File: src/rtl/wsc_pkg.sv
package wsc_pkg;
  typedef struct packed {
    logic cs_n;
    logic sck;
    logic sdi;
  } serial_pins_t;

  localparam serial_pins_t PINS_IDLE = '{cs_n: 1'b1, sck: 1'b0, sdi: 1'b0};
endpackage

File: src/rtl/wsc_pin_sync.sv
module wsc_pin_sync #(
  parameter int W = 3,
  parameter int STAGES = 2,
  parameter logic [W-1:0] RST_VAL = '0
) (
  input  logic         clk,
  input  logic         rst_n,
  input  logic [W-1:0] d,
  output logic [W-1:0] q
);
  logic [W-1:0] stage [STAGES];

  for (genvar g = 0; g < STAGES; g++) begin : g_stage
    if (g == 0) begin : g_first
      always_ff @(posedge clk or negedge rst_n)
        if (!rst_n) stage[g] <= RST_VAL;
        else        stage[g] <= d;
    end else begin : g_next
      always_ff @(posedge clk or negedge rst_n)
        if (!rst_n) stage[g] <= RST_VAL;
        else        stage[g] <= stage[g-1];
    end
  end

  assign q = stage[STAGES-1];
endmodule

File: src/rtl/wsc_frame_ctrl.sv
module wsc_frame_ctrl (
  input  logic               clk,
  input  logic               rst_n,
  input  wsc_pkg::serial_pins_t pins,
  output logic               shift_en,
  output logic               load,
  output logic               din
);
  logic sck_d, cs_d;

  always_ff @(posedge clk or negedge rst_n)
    if (!rst_n) begin
      sck_d <= 1'b0;
      cs_d  <= 1'b1;
    end else begin
      sck_d <= pins.sck;
      cs_d  <= pins.cs_n;
    end

  assign shift_en = pins.sck & ~sck_d & ~pins.cs_n;
  assign load     = pins.cs_n & ~cs_d;
  assign din      = pins.sdi;

  a_r2_shift_needs_select: assert property (@(posedge clk) disable iff (!rst_n)
    shift_en |-> !pins.cs_n);
endmodule

File: src/rtl/wsc_shift_chain.sv
module wsc_shift_chain #(
  parameter int CODE_W = 7
) (
  input  logic              clk,
  input  logic              rst_n,
  input  logic              shift_en,
  input  logic              din,
  output logic [CODE_W-1:0] word,
  output logic              out_bit
);
  always_ff @(posedge clk or negedge rst_n)
    if (!rst_n) begin
      word    <= '0;
      out_bit <= 1'b0;
    end else if (shift_en) begin
      word    <= {word[CODE_W-2:0], din};
      out_bit <= word[CODE_W-1];
    end

  a_r2_idle_hold: assert property (@(posedge clk) disable iff (!rst_n)
    !shift_en |=> $stable(word) && $stable(out_bit));
endmodule

File: src/rtl/wsc_wiper_latch.sv
module wsc_wiper_latch #(
  parameter int CODE_W = 7
) (
  input  logic              clk,
  input  logic              rst_n,
  input  logic              load,
  input  logic [CODE_W-1:0] word_in,
  output logic [CODE_W-1:0] code
);
  localparam logic [CODE_W-1:0] MIDSCALE = CODE_W'(1) << (CODE_W - 1);

  always_ff @(posedge clk or negedge rst_n)
    if (!rst_n)    code <= MIDSCALE;
    else if (load) code <= word_in;

  a_r3_hold_without_load: assert property (@(posedge clk) disable iff (!rst_n)
    !load |=> $stable(code));
endmodule

File: src/rtl/wsc_tap_decode.sv
module wsc_tap_decode #(
  parameter int CODE_W = 7,
  localparam int TAPS = 1 << CODE_W
) (
  input  logic [CODE_W-1:0] code,
  input  logic              awake,
  output logic [TAPS-1:0]   tap_sel,
  output logic              top_on,
  output logic              bot_on
);
  for (genvar i = 0; i < TAPS; i++) begin : g_tap
    if (i == 0) begin : g_bottom
      assign tap_sel[i] = ~awake | (code == '0);
    end else begin : g_upper
      assign tap_sel[i] = awake & (code == CODE_W'(i));
    end
  end

  assign top_on = awake;
  assign bot_on = tap_sel[0];
endmodule

File: src/rtl/wiper_serial_ctrl.sv
module wiper_serial_ctrl #(
  parameter int CODE_W = 7,
  parameter int SYNC_STAGES = 2,
  localparam int TAPS = 1 << CODE_W
) (
  input  logic              clk,
  input  logic              preset_n,
  input  logic              sleep_n,
  input  logic              sd_cs_n,
  input  logic              sd_clk,
  input  logic              sd_in,
  output logic              sdo_pull_low,
  output logic [CODE_W-1:0] wiper_code,
  output logic [TAPS-1:0]   tap_sel,
  output logic              top_sw_on,
  output logic              bot_sw_on
);
  import wsc_pkg::*;

  serial_pins_t pins_raw, pins_s;
  logic shift_en, load, din, out_bit;
  logic [CODE_W-1:0] sr_word;

  assign pins_raw = '{cs_n: sd_cs_n, sck: sd_clk, sdi: sd_in};

  wsc_pin_sync #(.W($bits(serial_pins_t)), .STAGES(SYNC_STAGES), .RST_VAL(PINS_IDLE)) u_sync (
    .clk(clk), .rst_n(preset_n), .d(pins_raw), .q(pins_s));

  wsc_frame_ctrl u_frame (
    .clk(clk), .rst_n(preset_n), .pins(pins_s),
    .shift_en(shift_en), .load(load), .din(din));

  wsc_shift_chain #(.CODE_W(CODE_W)) u_shift (
    .clk(clk), .rst_n(preset_n), .shift_en(shift_en), .din(din),
    .word(sr_word), .out_bit(out_bit));

  wsc_wiper_latch #(.CODE_W(CODE_W)) u_latch (
    .clk(clk), .rst_n(preset_n), .load(load), .word_in(sr_word), .code(wiper_code));

  wsc_tap_decode #(.CODE_W(CODE_W)) u_dec (
    .code(wiper_code), .awake(sleep_n), .tap_sel(tap_sel),
    .top_on(top_sw_on), .bot_on(bot_sw_on));

  assign sdo_pull_low = sleep_n & ~out_bit;

  a_r3_load_takes_word: assert property (@(posedge clk) disable iff (!preset_n)
    load |=> wiper_code == $past(sr_word));
  a_r8_tap_onehot: assert property (@(posedge clk) disable iff (!preset_n)
    $countones(tap_sel) == 1);
  a_r9_sleep_parks: assert property (@(posedge clk) disable iff (!preset_n)
    !sleep_n |-> (!top_sw_on && tap_sel[0] && bot_sw_on && !sdo_pull_low));
endmodule

File: config.mk
export PLATFORM = sky130hd
export DESIGN_NAME = wiper_serial_ctrl
export DESIGN_NICKNAME = d
export VERILOG_FILES = /design/src/rtl/wsc_pkg.sv /design/src/rtl/wsc_pin_sync.sv /design/src/rtl/wsc_frame_ctrl.sv /design/src/rtl/wsc_shift_chain.sv /design/src/rtl/wsc_wiper_latch.sv /design/src/rtl/wsc_tap_decode.sv /design/src/rtl/wiper_serial_ctrl.sv
export SDC_FILE = /design/constraint.sdc
export NUM_CORES = 1
export LEC_CHECK = 0
export BUFFER_PORTS_ARGS = -buffer_cell sky130_fd_sc_hd__buf_2
export CAP_MARGIN = 20
export CORE_UTILIZATION = 42
export DETAILED_ROUTE_END_ITERATION = 7
export PLACE_DENSITY = 0.81
export SYNTH_ARGS = -nofsm -noshare
export SYNTH_HDL_FRONTEND = slang
export SYNTH_HIERARCHICAL = 1
export SYNTH_SLANG_ARGS = --single-unit
File: constraint.sdc
create_clock -name clk -period 2 [get_ports clk]
set_clock_uncertainty 0.05 [all_clocks]
set_input_delay 0.2 -clock clk [delete_from_list [all_inputs] [get_ports clk]]
set_output_delay 0.2 -clock clk [all_outputs]
set_load 0.005 [all_outputs]
==> results of run 1 <==
[final timing paths]
kind | end | slack, ns | depth (start not counted)
worst min register to register | u_sync/q[0]$_DFF_PN0_ | 0.31 | 0
min in group asynchronous | u_shift/word[1]$_DFFE_PN0P_ | 0.37 | 2
worst max register to register | u_latch/code[3]$_DFFE_PN0P_ | 0.63 | 2
max in group asynchronous | u_latch/code[6]$_DFFE_PN1P_ | 1.17 | 2
worst min-delay path | u_sync/q[0]$_DFF_PN0_ | 0.31 | 0
worst max-delay path | tap_sel[0] | 0.07 | 3
[power breakdown]
part / internal [uW] / switching (uW) / leakage (uW)
clock: 141 / 155 / 0.0000217
sequential: 614 / 158 / 0.000271
combinational: 794 / 1160 / 0.00115
[kinds of logic (layout without fill, tap and decap cells)]
group	after synthesis	count (layout)	share of synthesized area, %
muxes	15	15	10.8
DFF	23	23	27.7
and+or+nand+nor	149	149	46.2
buffers and inverters	48	177	14.5
AOI/OAI and AO/OA	1	1	0.777
[layer usage]
metal  global-route usage, %  up-vias  part of all wire, %
li1                        -     1093                    -
met1                    29.8     1041                   42
met2                    37.6      104                   49
met3                    3.59        6                  7.2
met4                    6.32        0                  1.2
met5                       0        -                    0
[cell type report]
class	instances	area share, %
multi-input combinational	165	42.5
timing repair buffer	173	33.3
sequential	23	19.7
tap	67	2.84
clock buffer	3	1.40
clock inverter	1	0.254
[critical path: cells and delay by family (launching register included)]
| family | cells | cell delay (ns) |
|---|---|---|
| flip-flops | 1 | 0.45 |
| buffers and inverters | 1 | 0.17 |
| AND/OR/NAND/NOR | 1 | 0.47 |
| AO/OA/AOI/OAI | 1 | 0.32 |
[layout by cell type (no fill, tap or decap)]
cell / netlist / final
buf_12: 0 / 2
nor3b_2: 1 / 1
nor2b_4: 1 / 1
nor3_1: 94 / 86
or3_4: 1 / 1
or3b_1: 4 / 2
mux2_4: 15 / 15
nand3_1: 1 / 1
dfrtp_2: 0 / 2
o41ai_2: 1 / 1
nor4_1: 4 / 4
nand4b_1: 1 / 1
nand3b_2: 2 / 2
nand2b_1: 4 / 3
dfstp_2: 4 / 4
dfrtp_1: 19 / 17
clkbuf_8: 0 / 3
nor3_2: 29 / 37
buf_2: 12 / 143
buf_6: 11 / 2
clkinvlp_4: 0 / 1
nand3b_1: 2 / 2
buf_4: 7 / 22
nand3_2: 1 / 1
nand2b_2: 0 / 1
dlygate4sd3_1: 0 / 4
or2_2: 1 / 1
or3b_4: 0 / 2
and2b_2: 1 / 1
nand2_1: 2 / 2
[through the flow]
stage | std cells | hold WS (ns) | setup TNS (ns)
after global placement | 416 | 0.131 | 0
after detailed placement | 416 | 0.143 | 0
after floorplan | 236 | -0.146 | 0
after CTS | 430 | 0.309 | 0
after global routing | 432 | 0.314 | -0.00471
final | 432 | 0.309 | 0
[repair_timing]
item / 4_1_cts / 5_1_grt
hold endpoints to repair: 22 / 0
pin swaps: 1 / 1
gates resized for setup: 3 / 12
endpoints found under the setup margin: 39 / 29
hold buffers: 4 / 0
buffers inserted: 6 / 2
[state kept, by name, indices dropped and copies added (netlist names)]
signal and count:
u_frame/cs_d 1, u_frame/sck_d 1, u_latch/code 7, u_shift/out_bit 1
u_shift/word 7, u_sync/q 3, u_sync/stage 3
==> run_results.csv, run 1 <==
group,metric,value,unit
run_status,status,"completed",
clock_tree,cts_made_buffers,3,
yosys,ys.flop_type,"dfrtp_1",
sta,rsz0062_at_grt,"yes",
grt,grt_pass1_vias,1751,
yosys,synth_most_common_cell,"nor3_1",
routing,drc,0,
pwr,total_power,3030,uW
yosys,syn-instance-count,236,
grt,grt_pass1_wl,9.34,mm
grt,grt.overflow.total,0,
yosys,synth-edff-count,0,
worst_setup_path,end_kind,"primary output",
grt,grt_max_degree,33,
sta,hold_viol,0,
routing,viasPerCell,5.19,
min_path,hold_path.class,"reg -> reg",
pwr,power_leakage,0.00144,uW
yosys,synth_common_cells,"nor3_1 (94), nor3_2 (29), dfrtp_1 (19)",
finish,nNetsFinal,372,
yosys,async_flop_share,100,%
routing,wl,6.32,mm
sta,period_share,96.5,%
yosys,syn_nets,242,
yosys,yosysTopAreaCell,"dfrtp_1",
finish,syn_to_final_growth,41.2,%
sta,worstMarginPinSlew,0.495,ns
clock_tree,cts.sinks,23,
place,dp_slack,0.252,ns
floorplan,die_w,72.6,um
finish,utilization,62.2,%
floorplan,io_pins,144,
yosys,ys_types,25,
routing,ant_nets,0,
clock_tree,cts_buffer_depth,2,
finish,seq_area,583,sq um
floorplan,fp-row-count,25,
finish,drive_above_1_share,66.6,%
place,hpwl,4.26,mm
floorplan,fp.coreArea,4750,sq um
yosys,yosys_warnings,6,
routing,wl_per_cell,14.6,um
yosys,ys_ff_latch,23,
yosys,synth.top_cell.area_share,22.7,%
worst_setup_path,cp_slowest_stage_delay,0.47,ns
worst_setup_path,startpoint_type,"flip-flop",
sta,setup_viol,0,
sta,fin_crit,1.93,ns
finish,antennaDiodeCount,0,
yosys,syn_area,2090,sq um
place,gp_congestion,0.782,
sta,fmax,518,MHz
worst_setup_path,crit_start,"u_latch/code[4]$_DFFE_PN0P_",
routing,dr.pass1.iters,4,
clock_tree,tritoncts,"yes",
job,maxCapViolCount,0,
sta,drv_slew,0,
finish,stdcell_area,2960,sq um
worst_setup_path,crit_required,1.75,ns
finish,multi_input_area,1260,sq um
grt,grtUsageTotal,22.4,%
floorplan,initial_utilization,44.0,%
min_path,hp-start,"u_sync/stage[3]$_DFF_PN0_",
clock_tree,cts_root_buffer,"clkbuf_8",
clock_tree,clkLatencyLatePin,0.27,ns
clock_tree,htree_levels,1,
routing,vias,2244,
place,placed_cell_area,2720,sq um
worst_setup_path,critPathSlowestCell,"or3_4",
pwr,power_density,1020,nW/um^2
yosys,syn_area_per_cell,8.87,sq um
yosys,synthTopCellsByArea,"dfrtp_1 (23%), nor3_1 (22%), nor3_2 (14%)",
worst_setup_path,critPathKind,"reg -> out",
clock_tree,path_clk_slew,0.09,ns
place,port_buffers,143,
sta,relSlewSlack,67.0,%
floorplan,die_y,72.6,um
grt,grt_antenna_before_repair,0,
worst_setup_path,reg2reg_from,"u_sync/q[2]$_DFF_PN1_",
routing,drt_iter0_drc,152,
worst_setup_path,worstPathArrival,1.68,ns
pwr,vdd_drop_max,875,uV
worst_setup_path,path_cells,"or3_4 > o41ai_2 > buf_2",
worst_setup_path,worst-path-max-fanout,6,
sta,setup_slack,0.0699,ns
floorplan,die_area,5270,sq um
yosys,ys_seq_area_share,27.7,%
finish,fillers,410,
(Power assumes the default switching activity.)
==> inputs of run 2 (changes only) <==
==> constraint.sdc (replaced) <==
create_clock -name clk -period 2 [get_ports clk]
set_clock_uncertainty 0.05 [all_clocks]
set_input_delay 0.1 -clock clk [delete_from_list [all_inputs] [get_ports clk]]
set_output_delay 0.1 -clock clk [all_outputs]
set_load 0.005 [all_outputs]
==> run_results.csv, run 2 (synthesis results as in run 1) <==
group,metric,value,unit
run_status,status,"completed",
sta,worstMarginPinSlew,0.504,ns
place,gp_congestion,0.743,
grt,grt_pass1_vias,1646,
floorplan,die_w,72.6,um
clock_tree,tritoncts,"yes",
finish,syn_to_final_growth,35.6,%
sta,drv_slew,0,
floorplan,fp-row-count,25,
routing,wl,6.20,mm
worst_setup_path,path_buf_inv,1,
finish,final_common_cell,"buf_2",
clock_tree,cts_root_buffer,"clkbuf_8",
sta,fin_tns_setup,0,ns
clock_tree,path_clk_slew,0.09,ns
floorplan,die_area,5270,sq um
sta,rsz0062_at_grt,"no",
worst_setup_path,critPathSlowestCell,"dfstp_2",
sta,period_share,94.5,%
routing,wl_per_cell,14.7,um
routing,drc,0,
clock_tree,cts_buffer_depth,2,
min_path,hold_path.class,"in -> async",
routing,viasPerCell,5.26,
routing,drt_iter0_drc,164,
worst_setup_path,worst-path-max-fanout,16,
finish,nNetsFinal,363,
pwr,power_leakage,0.00139,uW
place,hpwl,4.13,mm
floorplan,fp.coreArea,4750,sq um
sta,hold_viol,0,
pwr,power_density,1000,nW/um^2
worst_setup_path,path_cells,"or3b_4 > nor3_1 > buf_2",
sta,relSlewSlack,66.4,%
finish,stdcell_area,2840,sq um
grt,grt_max_degree,33,
grt,grtUsageTotal,21.5,%
clock_tree,cts_made_buffers,3,
routing,dr.pass1.iters,4,
job,maxCapViolCount,0,
clock_tree,cts.sinks,23,
floorplan,die_y,72.6,um
worst_setup_path,critPathKind,"reg -> out",
floorplan,initial_utilization,44.0,%
clock_tree,htree_levels,1,
worst_setup_path,worstPathArrival,1.74,ns
worst_setup_path,crit_required,1.85,ns
finish,final_cell_mix,"buf_2 (143), nor3_1 (94), nor3_2 (29)",
grt,grt.overflow.total,0,
place,port_buffers,143,
worst_setup_path,path_delay_family,"simple AND/OR/NAND/NOR gates",
finish,largestRegisters,"u_latch/code (7), u_shift/word (7)",
sta,fin_crit,1.89,ns
pwr,vdd_drop_max,768,uV
worst_setup_path,cp_slowest_stage_delay,0.62,ns
finish,antennaDiodeCount,0,
routing,vias,2225,
clock_tree,clkLatencyLatePin,0.26,ns
grt,grt_pass1_wl,8.94,mm
sta,fmax,529,MHz
routing,ant_nets,0,
worst_setup_path,end_kind,"primary output",
place,placed_cell_area,2690,sq um
grt,grt_antenna_before_repair,0,
worst_setup_path,startpoint_type,"flip-flop",
finish,utilization,59.7,%
finish,drive_above_1_share,63.2,%
floorplan,io_pins,144,
finish,fillers,418,
sta,setup_viol,0,
-- run 2: cell types whose count changed in the layout (fill, tap and decap cells not counted) --
cell,change
nand3_4,+1
buf_12,-1
buf_4,-6
dfrtp_2,-2
or2_2,-1
nand3_2,-1
or3b_1,-1
or3b_4,+1
buf_6,-2
nor3_2,-8
nor3_1,+8
dfrtp_1,+2
or2_4,+1
-- run 2: final cells by class --
class,instances,area (sq um),share of cell area (%)
Tap cell,67,83.8,2.95
Timing Repair Buffer,164,896,31.6
Clock buffer,3,41.3,1.46
Clock inverter,1,7.51,0.265
Sequential cell,23,581,20.5
Multi-Input combinational cell,165,1230,43.3
-- run 2: worst register-to-register path: stages, from the launching register on --
cell and delay (ns):
dfstp_2 0.55, and2b_2 0.31, mux2_4 0.34
-- run 2: path summary, 6_finish.rpt --
| kind | start | endpoint | cells after the start | slack (ns) |
|---|---|---|---|---|
| min in group clk | u_sync/stage[3]$_DFF_PN0_ | u_sync/q[0]$_DFF_PN0_ | 0 | 0.30 |
| max | u_latch/code[6]$_DFFE_PN1P_ | tap_sel[75] | 3 | 0.11 |
| min | preset_n | u_shift/word[3]$_DFFE_PN0P_ | 2 | 0.28 |
| min reg2reg | u_sync/stage[3]$_DFF_PN0_ | u_sync/q[0]$_DFF_PN0_ | 0 | 0.30 |
| max reg2reg | u_sync/q[2]$_DFF_PN1_ | u_latch/code[4]$_DFFE_PN0P_ | 2 | 0.64 |
| max in group asynchronous | preset_n | u_sync/stage[5]$_DFF_PN1_ | 2 | 1.26 |
-- run 2: where the power goes --
part | internal, uW | total, uW | switching [uW] | leakage [uW]
clock network | 141 | 294 | 153 | 0.0000217
registers | 611 | 807 | 196 | 0.000274
logic | 660 | 1740 | 1080 | 0.00110
total | 1410 | 2840 | 1430 | 0.00139
-- run 2: metal layers --
layer	track usage (%)	vias to the layer above	wire length (um)
met2	36.8	99	3070
met5	0	-	0
met3	2.21	4	415
li1	-	1074	-
met1	28.9	1048	2680
met4	5.66	0	36
-- run 2: stage by stage --
| step | total power [uW] | hold WS, ns | std cells | setup slack, ns |
|---|---|---|---|---|
| 5_1_grt | 3000 | 0.316 | 423 | 0.0267 |
| 4_1_cts | 2680 | 0.292 | 420 | 0.0128 |
| 3_3_place_gp | 2300 | 0.0310 | 412 | 0.270 |
| 6_report | 2840 | 0.280 | 423 | 0.111 |
| 2_1_floorplan | 2120 | -0.246 | 236 | 0.321 |
| 3_5_place_dp | 2360 | 0.0413 | 412 | 0.228 |
-- run 2: repair_timing --
item                                    4_1_cts  5_1_grt
cloned                                        0        0
buffers inserted                              0        3
gates resized for setup                       1        5
endpoints found under the hold margin        22        0
hold buffers                                  4        0
endpoints found under the setup margin       16       53
